$ cat src/rtl/sgc_pkg.sv
package sgc_pkg;
  typedef enum logic [1:0] {ST_IDLE, ST_RUN, ST_DRAIN, ST_FIN} sgc_state_t;

  localparam logic [2:0] DTYPE_DATA = 3'd1;

  function automatic logic [3:0] sgc_req_code(input logic to_dev, input logic [1:0] mode);
    if (!to_dev)          return 4'd0;
    else if (mode == 2'd0) return 4'd1;
    else if (mode == 2'd1) return 4'd2;
    else                   return 4'd3;
  endfunction
endpackage

$ cat src/rtl/sgc_slot_alloc.sv
module sgc_slot_alloc #(
  parameter int RING = 8,
  localparam int SW = $clog2(RING)
) (
  input  logic          clk,
  input  logic          rst,
  input  logic          alloc,
  input  logic          mark,
  input  logic          rollback,
  output logic [SW-1:0] slot
);
  logic [SW-1:0] cnt;
  logic [SW-1:0] saved;
  logic          skip;

  always_comb begin
    skip = (cnt == SW'(RING - 1));
    slot = skip ? '0 : cnt;
  end

  always_ff @(posedge clk) begin
    if (rst) begin
      cnt   <= '0;
      saved <= '0;
    end else begin
      if (mark) saved <= cnt;
      if (rollback)   cnt <= saved;
      else if (alloc) cnt <= cnt + (skip ? SW'(2) : SW'(1));
    end
  end


  rollback_chk: assert property (@(posedge clk) disable iff (rst)
    (rollback && !mark) |=> (cnt == $past(saved)));


  no_link_alloc_chk: assert property (@(posedge clk) disable iff (rst)
    alloc |-> (slot != SW'(RING - 1)));
endmodule

$ cat src/rtl/sgc_desc_pack.sv
module sgc_desc_pack #(
  parameter int LEN_W = 26
) (
  input  logic [15:0]      tid,
  input  logic [3:0]       req,
  input  logic             iof,
  input  logic [3:0]       sys,
  input  logic [31:0]      raddr,
  input  logic [LEN_W-1:0] cnt,
  input  logic [31:0]      laddr,
  output logic [31:0]      w0,
  output logic [31:0]      w1,
  output logic [31:0]      w2,
  output logic [31:0]      w3
);
  import sgc_pkg::*;
  logic [25:0] cnt26;

  always_comb begin
    cnt26 = 26'(cnt);
    w0 = {DTYPE_DATA, 1'b0, iof, 4'b0, req, 3'b0, tid};
    w1 = {raddr[1:0], sys, cnt26};
    w2 = {2'b00, raddr[31:2]};
    w3 = laddr;
  end
endmodule

$ cat src/rtl/sgc_coalescer.sv
module sgc_coalescer #(
  parameter int RING      = 8,
  parameter int LEN_W     = 26,
  parameter int MAX_BYTES = 4096,
  localparam int SW = $clog2(RING),
  localparam int NW = 16
) (
  input  logic             clk,
  input  logic             rst,
  input  logic             start,
  input  logic             cfg_to_dev,
  input  logic [1:0]       cfg_wr_mode,
  input  logic [15:0]      cfg_target,
  input  logic [31:0]      cfg_raddr,
  input  logic [3:0]       cfg_sys_size,
  input  logic             cfg_irq,
  input  logic             ent_valid,
  output logic             ent_ready,
  input  logic [31:0]      ent_addr,
  input  logic [LEN_W-1:0] ent_len,
  input  logic             ent_last,
  output logic             wr_en,
  output logic [SW-1:0]    wr_slot,
  output logic [31:0]      wr_w0,
  output logic [31:0]      wr_w1,
  output logic [31:0]      wr_w2,
  output logic [31:0]      wr_w3,
  output logic             done,
  output logic [SW-1:0]    done_first,
  output logic [NW-1:0]    done_count,
  output logic             done_err
);
  import sgc_pkg::*;

  sgc_state_t state;

  logic [15:0]      c_tid;
  logic [3:0]       c_req;
  logic [3:0]       c_sys;
  logic             c_irq;
  logic [31:0]      raddr_run;
  logic [31:0]      next_loc;
  logic             open_v;
  logic [SW-1:0]    o_slot;
  logic [LEN_W-1:0] o_cnt;
  logic [31:0]      o_raddr;
  logic [31:0]      o_laddr;
  logic [SW-1:0]    first_slot;
  logic [NW-1:0]    ndesc;

  logic             acc_run, acc_drain, too_big, merge, alloc, mark, rollback;
  logic [LEN_W:0]   sum;
  logic [SW-1:0]    new_slot;
  logic [31:0]      pk_w0, pk_w1, pk_w2, pk_w3;
  logic             pk_iof;

  assign ent_ready = (state == ST_RUN) || (state == ST_DRAIN);

  always_comb begin
    acc_run   = ent_valid && (state == ST_RUN);
    acc_drain = ent_valid && (state == ST_DRAIN);
    too_big   = ent_len > LEN_W'(MAX_BYTES);
    sum       = {1'b0, o_cnt} + {1'b0, ent_len};
    merge     = open_v && (ent_addr == next_loc) && (sum <= (LEN_W+1)'(MAX_BYTES));
    alloc     = acc_run && !too_big && !merge;
    rollback  = acc_run && too_big;
    mark      = start && (state == ST_IDLE);
    pk_iof    = (state == ST_FIN) && c_irq;
  end

  sgc_slot_alloc #(.RING(RING)) alloc_i (
    .clk(clk), .rst(rst), .alloc(alloc), .mark(mark),
    .rollback(rollback), .slot(new_slot)
  );

  sgc_desc_pack #(.LEN_W(LEN_W)) pack_i (
    .tid(c_tid), .req(c_req), .iof(pk_iof), .sys(c_sys),
    .raddr(o_raddr), .cnt(o_cnt), .laddr(o_laddr),
    .w0(pk_w0), .w1(pk_w1), .w2(pk_w2), .w3(pk_w3)
  );

  always_ff @(posedge clk) begin
    if (rst) begin
      state      <= ST_IDLE;
      c_tid      <= '0;
      c_req      <= '0;
      c_sys      <= '0;
      c_irq      <= 1'b0;
      raddr_run  <= '0;
      next_loc   <= '0;
      open_v     <= 1'b0;
      o_slot     <= '0;
      o_cnt      <= '0;
      o_raddr    <= '0;
      o_laddr    <= '0;
      first_slot <= '0;
      ndesc      <= '0;
      wr_en      <= 1'b0;
      wr_slot    <= '0;
      wr_w0      <= '0;
      wr_w1      <= '0;
      wr_w2      <= '0;
      wr_w3      <= '0;
      done       <= 1'b0;
      done_first <= '0;
      done_count <= '0;
      done_err   <= 1'b0;
    end else begin
      wr_en <= 1'b0;
      done  <= 1'b0;
      case (state)
        ST_IDLE: begin
          if (start) begin
            c_tid     <= cfg_target;
            c_req     <= sgc_req_code(cfg_to_dev, cfg_wr_mode);
            c_sys     <= cfg_sys_size;
            c_irq     <= cfg_irq;
            raddr_run <= cfg_raddr;
            open_v    <= 1'b0;
            ndesc     <= '0;
            state     <= ST_RUN;
          end
        end
        ST_RUN: begin
          if (acc_run) begin
            if (too_big) begin
              open_v <= 1'b0;
              if (ent_last) begin
                done       <= 1'b1;
                done_err   <= 1'b1;
                done_count <= '0;
                done_first <= first_slot;
                state      <= ST_IDLE;
              end else begin
                state <= ST_DRAIN;
              end
            end else begin
              raddr_run <= raddr_run + 32'(ent_len);
              if (merge) begin
                o_cnt    <= sum[LEN_W-1:0];
                next_loc <= next_loc + 32'(ent_len);
              end else begin
                if (open_v) begin
                  wr_en   <= 1'b1;
                  wr_slot <= o_slot;
                  wr_w0   <= pk_w0;
                  wr_w1   <= pk_w1;
                  wr_w2   <= pk_w2;
                  wr_w3   <= pk_w3;
                  ndesc   <= ndesc + 1'b1;
                end else begin
                  first_slot <= new_slot;
                end
                open_v   <= 1'b1;
                o_slot   <= new_slot;
                o_cnt    <= ent_len;
                o_raddr  <= raddr_run;
                o_laddr  <= ent_addr;
                next_loc <= ent_addr + 32'(ent_len);
              end
              if (ent_last) state <= ST_FIN;
            end
          end
        end
        ST_DRAIN: begin
          if (acc_drain && ent_last) begin
            done       <= 1'b1;
            done_err   <= 1'b1;
            done_count <= '0;
            done_first <= first_slot;
            state      <= ST_IDLE;
          end
        end
        default: begin
          wr_en      <= 1'b1;
          wr_slot    <= o_slot;
          wr_w0      <= pk_w0;
          wr_w1      <= pk_w1;
          wr_w2      <= pk_w2;
          wr_w3      <= pk_w3;
          open_v     <= 1'b0;
          done       <= 1'b1;
          done_err   <= 1'b0;
          done_count <= ndesc + 1'b1;
          done_first <= first_slot;
          state      <= ST_IDLE;
        end
      endcase
    end
  end


  no_link_slot_chk: assert property (@(posedge clk) disable iff (rst)
    wr_en |-> (wr_slot != SW'(RING - 1)));


  count_ceiling_chk: assert property (@(posedge clk) disable iff (rst)
    wr_en |-> (wr_w1[25:0] <= 26'(MAX_BYTES)));


  data_type_chk: assert property (@(posedge clk) disable iff (rst)
    wr_en |-> (wr_w0[31:29] == 3'd1));


  ready_after_done_chk: assert property (@(posedge clk) disable iff (rst)
    done |-> !ent_ready);


  err_no_count_chk: assert property (@(posedge clk) disable iff (rst)
    (done && done_err) |-> (done_count == '0 && !wr_en));
endmodule

$ cat config.mk
export PLATFORM = sky130hd
export DESIGN_NAME = sgc_coalescer
export DESIGN_NICKNAME = d
export VERILOG_FILES = /design/src/rtl/sgc_pkg.sv /design/src/rtl/sgc_slot_alloc.sv /design/src/rtl/sgc_desc_pack.sv /design/src/rtl/sgc_coalescer.sv
export SDC_FILE = /design/constraint.sdc
export NUM_CORES = 1
export LEC_CHECK = 0
export BUFFER_PORTS_ARGS = -buffer_cell sky130_fd_sc_hd__buf_4
export CAP_MARGIN = 20
export CORE_ASPECT_RATIO = 0.6
export CORE_MARGIN = 5
export CORE_UTILIZATION = 49
export CTS_BUF_LIST = sky130_fd_sc_hd__clkbuf_16
export CTS_CLUSTER_DIAMETER = 200
export DETAILED_ROUTE_END_ITERATION = 12
export HOLD_SLACK_MARGIN = 0.12
export PLACE_DENSITY_LB_ADDON = 0.2
export SLEW_MARGIN = 20
export SYNTH_ARGS = -nofsm -noshare
export SYNTH_HDL_FRONTEND = slang
export SYNTH_SLANG_ARGS = --single-unit
export TNS_END_PERCENT = 5
$ cat constraint.sdc
create_clock -name clk -period 3.4 [get_ports clk]
set_input_delay 0.17 -clock clk [delete_from_list [all_inputs] [get_ports clk]]
set_output_delay 0.17 -clock clk [all_outputs]
set_load 0.005 [all_outputs]
==> results of run 1 <==
-- kinds of logic (layout without fill, tap and decap cells) --
family                   count (synthesis)  in the layout
XOR/XNOR                                99             99
other                                    1             16
multiplexers                           109            109
buffers and inverters                  224            705
AND/OR/NAND/NOR                        741            741
AO/OA/AOI/OAI                          667            667
flip-flops                             347            347
adder cells (fa/ha/maj)                 91             91
-- path summary, 6_finish.rpt --
kind | from | slack [ns] | endpoint
worst min-delay path | ent_len[1] | 0.18 | o_cnt[1]
worst min register to register | c_tid[4] | 0.45 | c_tid[4]
worst max-delay path | o_cnt[0] | -0.39 | wr_w2[18]
worst max register to register | o_cnt[0] | -0.39 | wr_w2[18]
-- metal layers --
metal  global-route usage  routed length (um)
met1                0.446               31100
met4               0.0792                1780
met3               0.0550                5870
met2                0.448               29300
met5                    0                   0
-- critical path, cell delays in order (launching register included) --
cell and delay, ns:
dfxtp_2 0.33, ha_4 0.17, fa_2 0.41, a21o_1 0.18, a21oi_2 0.18, xnor2_2 0.09, or4_4 0.43, or4_4 0.45
nor4_4 0.22, buf_4 0.19, o2111ai_4 0.13, nor4_4 0.21, buf_6 0.19, buf_6 0.13, clkbuf_16 0.18, o21ai_1 0.07
a21oi_1 0.15
-- layout by cell type, fill, tap and decap left out, types with 14 or more instances in the layout --
master,n
dfxtp_1,346
xnor2_1,56
dlygate4sd3_1,97
inv_1,39
mux2i_1,104
o21ai_1,68
buf_4,492
a21oi_1,274
and2_1,22
ha_1,84
o21ai_0,95
xor2_1,42
nor4_1,16
conb_1,14
a211oi_1,58
nor2_1,199
a31oi_1,16
nor3_1,36
a21o_1,33
nand4_1,26
o21a_1,17
buf_12,16
clkbuf_16,40
nand2_1,169
nand3_1,159
and3_1,33
-- sequential cells by signal, indices dropped and copies added, names as in the netlist, 4 cells and up --
signal and cells:
c_sys 4, c_tid 16, done_count 16, ndesc 16, next_loc 32, o_cnt 26, o_laddr 32, o_raddr 32
raddr_run 32, wr_w0 20, wr_w1 32, wr_w2 30, wr_w3 32
-- final cells by class --
type,count,area share
multi-input cells,1721,0.440
flip-flops and latches,347,0.279
repair buffers,617,0.209
clock buffers,36,0.0362
well taps,513,0.0258
clock inverters,25,0.00573
inverters,27,0.00407
diodes,2,0.000201
-- where the power goes --
group / internal (mW) / switching [mW] / leakage, nW / total [mW]
Clock: 1.94 / 1.72 / 0.557 / 3.66
Sequential: 4.23 / 0.154 / 2.81 / 4.38
Combinational: 1.14 / 1.74 / 6.98 / 2.88
Total: 7.31 / 3.61 / 10.3 / 10.9
-- repair_timing --
| action | 4_1_cts | 5_1_grt |
|---|---|---|
| pin swaps | 5 | 6 |
| resized for setup | 21 | 31 |
| hold endpoints to repair | 132 | 0 |
| hold buffers | 97 | 0 |
| setup endpoints to repair | 219 | 232 |
| buffers inserted | 1 | 8 |
| gates cloned | 0 | 6 |
==> results.txt, run 1 <==
* Antenna viol nets, final: 0
- Final hold vios: 0
- For the worst-skew pair, the clock arrives at the later sink with an insertion delay of 0.55 ns.
- The floorplan step set the die width to 262 um.
- After synthesis the cells add up to 18600 um^2.
- Run status: finished with violations
- Total I/O pin count: 273
- Data on the critical path arrives at its endpoint at 4.25 ns.
- Area after detailed placement: 22400 um^2
- The checks that failed: setup timing.
* Antenna violations before repair: 1
* Footprint of the multi-input gates: 10900 um^2
- The worst register-to-register path has a depth of 16.
* Unique cell type count in the Yosys netlist: 75
* Peak supply drop: 0.000321 V
* Area of the die: 42100 um^2
* Depth of the worst hold-timing path: 4
* Synth Area in XOR/XNOR: 0.0466
* Site Rows: 55
- Clock buffer count from CTS: 36
- Hold slack: 0.184 ns
- Top cells by instance count after synthesis: dfxtp_1 (347), a21oi_1 (276), nor2_1 (201)
* Total Power: 10.9 mW
- Kind of end point of the critical path: flop
* Final worst-path setup slack: -0.387 ns
* Crit start category: flop
- After clock tree synthesis, the clock-pin slew on the worst setup and hold paths is ~0.060 ns.
- The clock passes through at most 3 buffers.
* Maximum clock skew at final layout: 0.0144 ns
- The first global-routing pass estimated 102000 um of wire.
- Clock net sink count: 347
* Combinational family with the most area after synthesis: compound AO/OA/AOI/OAI gates
- Part of the cycle the worst path needs: 1.11
- At the pin with the least slew margin, the transition time is 0.806 ns.
- Number of standard cells in the final layout excluding fillers: ~3.3k
* Area fraction in and, or, nand and nor cells after synthesis: 0.192
- After the last flow step, the layout net total stands at between 2k and 3k.
- In the final layout, flip-flops and latches occupy 6950 um^2.
- Average instance area after synthesis: 8.17 um^2
* Synthesis-stage register bit count: around 350
- Across every metal layer, demand over resource in global routing totals 0.300.
- In this run the static leakage power is a little over 10 nW.
- Yosys mapped a number of flops with a built-in enable equal to 0.
- Sum of negative setup slack: -54.15 ns
- Number of filler cells placed in the layout: 3171
- Setup repair after global routing missed its margin: true
- For this run, the top clock speed supported by timing is 264 MHz.
* Top-count cell post-synth: dfxtp_1
- Of the cells placed in the final design, the portion with a size suffix greater than 1 is 0.226.
- Setup violations remaining at the end of the flow were counted as 221.
- After the first detailed-routing iteration, the DRC count stood at between 2k and 2.5k.
- Via count: about 19k
* Clock root buffer: clkbuf_16
- The biggest area contributor in the post-synthesis netlist is dfxtp_1.
- Main synth FF type: dfxtp_1
- After synthesis, the share of flip-flops with an asynchronous set or reset is 0.
* DR pass1 iterations: 5
* Minimum clock period after layout: 3.79 ns
- Average vias per placed instance: 5.88
- The congestion estimate from routability-driven global placement came to 1.01.
- Share of the synthesized area in the top cell type: 0.373
- In this run the power density over the cells is roughly 440 nW/um^2.
- In this run the vertical extent of the chip is 161 um.
- Number of remaining DRC errors: 0
- Placed wire-length estimate after detailed placement: 48200 um
* Leading cell types by total area after synthesis: dfxtp_1 (37%), a21oi_1 (7.4%), ha_1 (5.9%)
- Entering global routing, the biggest net connects 115 pins.
- For the worst setup path, the data required time is 3.87 ns.
- The H-tree generated during clock tree synthesis spans 2 levels.
- Compound-Gate Fraction of Synth Area: 0.213
* Wire length per cell: slightly above 20 um
- Area growth from synthesis to layout: 33.6%
- Share of the core filled with cells: 0.662
- Critical path class: reg -> reg
* Final instance area: 24900 um^2
* Worst setup slack before clock tree synthesis: -0.643 ns
* Max-Cap Viols: 0
- Number of max-slew violations in the final report: 0
- The number of global-route vias before repair came to around 18k.
- Quantity of I/O buffers inserted on ports: around 260
* Detailed Route WL: around 68000 um
- Relative slew slack: 0.461
- The total overflow left after global routing is 0.
- Of the synthesized area, sequential elements account for 0.373.
- Cells after synthesis: 2279
* Maximum net fanout on the critical path: 16
- Fraction of synthesized area in multiplexers: 0.0589
- Total of warnings raised by yosys: 0
- Share of synthesized cell area in full adder, half adder and majority cells: 0.0624
- The worst hold path belongs to the class in -> reg.
- Core outline area: 37600 um^2
- TritonCTS clock tree: built
* Placed cell count: approximately 3.1k
- The initial utilization of the core area, before any placement, comes to 0.495.
Note: power is estimated with default switching activity, not from simulation.
==> run 2: changes to the inputs <==
--- a/config.mk
+++ b/config.mk
@@ -10,7 +10,6 @@
 export CORE_ASPECT_RATIO = 0.6
 export CORE_MARGIN = 5
 export CORE_UTILIZATION = 49
-export CTS_BUF_LIST = sky130_fd_sc_hd__clkbuf_16
 export CTS_CLUSTER_DIAMETER = 200
 export DETAILED_ROUTE_END_ITERATION = 12
 export HOLD_SLACK_MARGIN = 0.12
@@ -19,4 +18,3 @@
 export SYNTH_ARGS = -nofsm -noshare
 export SYNTH_HDL_FRONTEND = slang
 export SYNTH_SLANG_ARGS = --single-unit
-export TNS_END_PERCENT = 5
==> run 2 against run 1 <==
Effect of this change:
- the flow still finishes with violations (setup timing)
- worst setup slack better by 0.066 ns
- via count shrank 0.13%
- clock power increased by 3%
- critical path depth is 1 lower
- final cell count unchanged
- flip-flop and latch count unchanged
- power increased by 1.2%
- clock skew is 0.0022 ns higher
- cell area increased by 1.1%
- register-to-register slack gained 0.07 ns
- die area unchanged
- highest routed layer unchanged
==> results.txt, run 2 (same netlist as run 1, synthesis figures left out) <==
- The count of boundary I/O pins came to 273 (unchanged).
- Wire length per cell: 20.7 um (about the same)
- Average vias per placed instance: 5.88 (about the same)
* Clock net sink count: 347 (unchanged)
* Most common cell after layout, fill and taps aside: buf_4 (unchanged)
- The final worst-path cycle share is 1.09 (was 1.11).
* Gr ovfl total: 0 (unchanged)
* Site Rows: 55 (unchanged)
- The HPWL after detailed placement was 48200 um (unchanged).
* Wire length of the first global-routing pass: 104000 um (was 102000 um)
- The count of vias placed by the detailed router is 19.3k (about the same).
* Clock network latency to the later pin of the worst-skew pair: 0.55 ns (about the same)
* Final instance area: 25100 um^2 (was 24900 um^2)
- The core box area is 37600 um^2 (unchanged).
- The routability-driven placement congestion ratio was 1.01 (unchanged).
* Die outline height: 161 um (unchanged)
* Detailed Route WL: 68000 um (about the same)
- The number of pins with negative max-slew slack in the final report is 0 (unchanged).
- The power per unit of standard cell area came to 439 nW/um^2 (about the same).
- H-tree levels: 2 (unchanged)
- The CTS tree was built (unchanged).
- Violated checks: setup timing (unchanged)
* Buffer depth of the longest clock path: 3 (unchanged)
* Crit path arrival time: 4.18 ns (was 4.25 ns)
* Setup repair after global routing missed its margin: true (unchanged)
- DR pass1 iterations: 6 (was 5)
* Area of the die: 42100 um^2 (unchanged)
* Kind of end point of the critical path: flop (unchanged)
- The transition time at the pin with the least slew margin came to 0.751 ns (was 0.806 ns).
- Number of remaining DRC errors: 0 (unchanged)
- The final-layout worst hold slack came to 0.182 ns (was 0.184 ns).
* Run status: finished with violations (unchanged)
- The post-route clock skew came to 0.0166 ns (was 0.0144 ns).
- The max-capacitance violation count is 0 (unchanged).
- The clock transition at the registers of the reported paths was 0.06 ns (about the same).
- The overall die width is 262 um (unchanged).
- The number of buffers inserted during clock tree synthesis is 36 (unchanged).
- The headroom to the max-slew limit was 0.500 (was 0.461).
- Antenna violations before repair: 0 (was 1)
* Via count of the first global-routing pass: 18.2k (was 18.1k)
- The post-place instance area came to 22400 um^2 (unchanged).
- Worst setup slack before clock tree synthesis: -0.643 ns (unchanged)
* Peak supply drop: 0.000326 V (was 0.000321 V)
* Crit start category: flop (unchanged)
- Starting Density: 0.495 (unchanged)
- Antenna viol nets, final: 0 (unchanged)
- The fraction of layout instances using a drive strength above 1 is 0.236 (was 0.226).
- Number of nets at the end of the flow: 2961 (was 2960)
- Initial DRC count: 2101 (was 2008)
* Clock root buffer: clkbuf_16 (unchanged)
- The highest achievable clock rate is 269 MHz (was 264 MHz).
- Sum of negative setup slack: -43.22 ns (was -54.15 ns)
- The setup violation total in the final timing report came to 218 (was 221).
- Area growth from synthesis to layout: 35.1% (was 33.6%)
- The pin count of the biggest net entering global routing came to 115 (unchanged).
* Commonest cells after routing, fill and taps aside: buf_4 (488), dfxtp_1 (344), a21oi_1 (270) (was buf_4 (492), dfxtp_1 (346), a21oi_1 (274))
- Final hold vios: 0 (unchanged)
- Critical path class: reg -> reg (unchanged)
* Final worst-path setup slack: -0.321 ns (was -0.387 ns)
- Total track usage: 0.304 (was 0.300)
* Path type of the worst min-delay path: in -> reg (unchanged)
- The required time of the critical path is 3.86 ns (was 3.87 ns).
* Maximum net fanout on the critical path: 36 (was 16)
* Minimum clock period after layout: 3.72 ns (was 3.79 ns)
- Leakage power of the design: 10.3 nW (about the same)
- The count of buffers from port buffering is 258 (unchanged).
[run 2: final timing paths]
check | startpoint | to | slack, ns | cells after the start
worst max-delay path | o_cnt[0] | wr_w3[20] | -0.32 | 15
worst max register to register | o_cnt[0] | wr_w3[20] | -0.32 | 15
worst min register to register | c_tid[11] | c_tid[11] | 0.46 | 2
worst min-delay path | ent_len[6] | o_cnt[6] | 0.18 | 4
[run 2: through the flow]
| stage | instances | util | total power, mW |
|---|---|---|---|
| 2_1_floorplan | 2292 | - | 6.15 |
| 3_3_place_gp | 3113 | 0.597 | 7.08 |
| 3_5_place_dp | 3113 | 0.597 | 7.16 |
| 4_1_cts | 3282 | 0.663 | 11.0 |
| 5_1_grt | 3287 | 0.669 | 11.5 |
| 6_report | 3288 | 0.669 | 11.1 |
[run 2: power by group]
group          leakage [nW]  switching, mW  internal (mW)  total [mW]
registers              2.81          0.154           4.23        4.38
logic                  7.01           1.76           1.15        2.91
clock network         0.524           1.71           2.04        3.76
[run 2: area by class of cell]
cell class	instances	area [um^2]
fillers	3161	12400
flip-flops and latches	347	6950
inverters	27	101
multi-input cells	1721	11100
repair buffers	618	5260
clock inverters	10	86.3
diodes	1	2.50
clock buffers	51	987
well taps	513	642
[run 2: per-layer routing]
| layer | up-vias | global-route usage | wire length [um] |
|---|---|---|---|
| li1 | 9119 | - | - |
| met4 | 0 | 0.0723 | 1670 |
| met2 | 849 | 0.459 | 29300 |
| met1 | 9229 | 0.447 | 30700 |
| met5 | - | 0 | 0 |
| met3 | 120 | 0.0636 | 6310 |
[run 2: worst max-delay path: stages (launching register included)]
cell	delay, ns
dfxtp_2	0.33
ha_4	0.16
fa_2	0.40
a211oi_2	0.28
o21ai_2	0.17
a2111oi_4	0.33
nor3b_2	0.11
or3_4	0.35
nor4_4	0.29
buf_4	0.19
o2111ai_4	0.13
nor4_4	0.22
buf_6	0.21
buf_16	0.20
o21ai_1	0.08
a21oi_1	0.16
[run 2: timing repair]
item | CTS | global route
hold buffers | 97 | 0
resized for setup | 65 | 45
setup buffers | 6 | 5
hold endpoints to repair | 132 | 0
pin swaps | 15 | 12
endpoints found under the setup margin | 219 | 234
cloned | 5 | 0
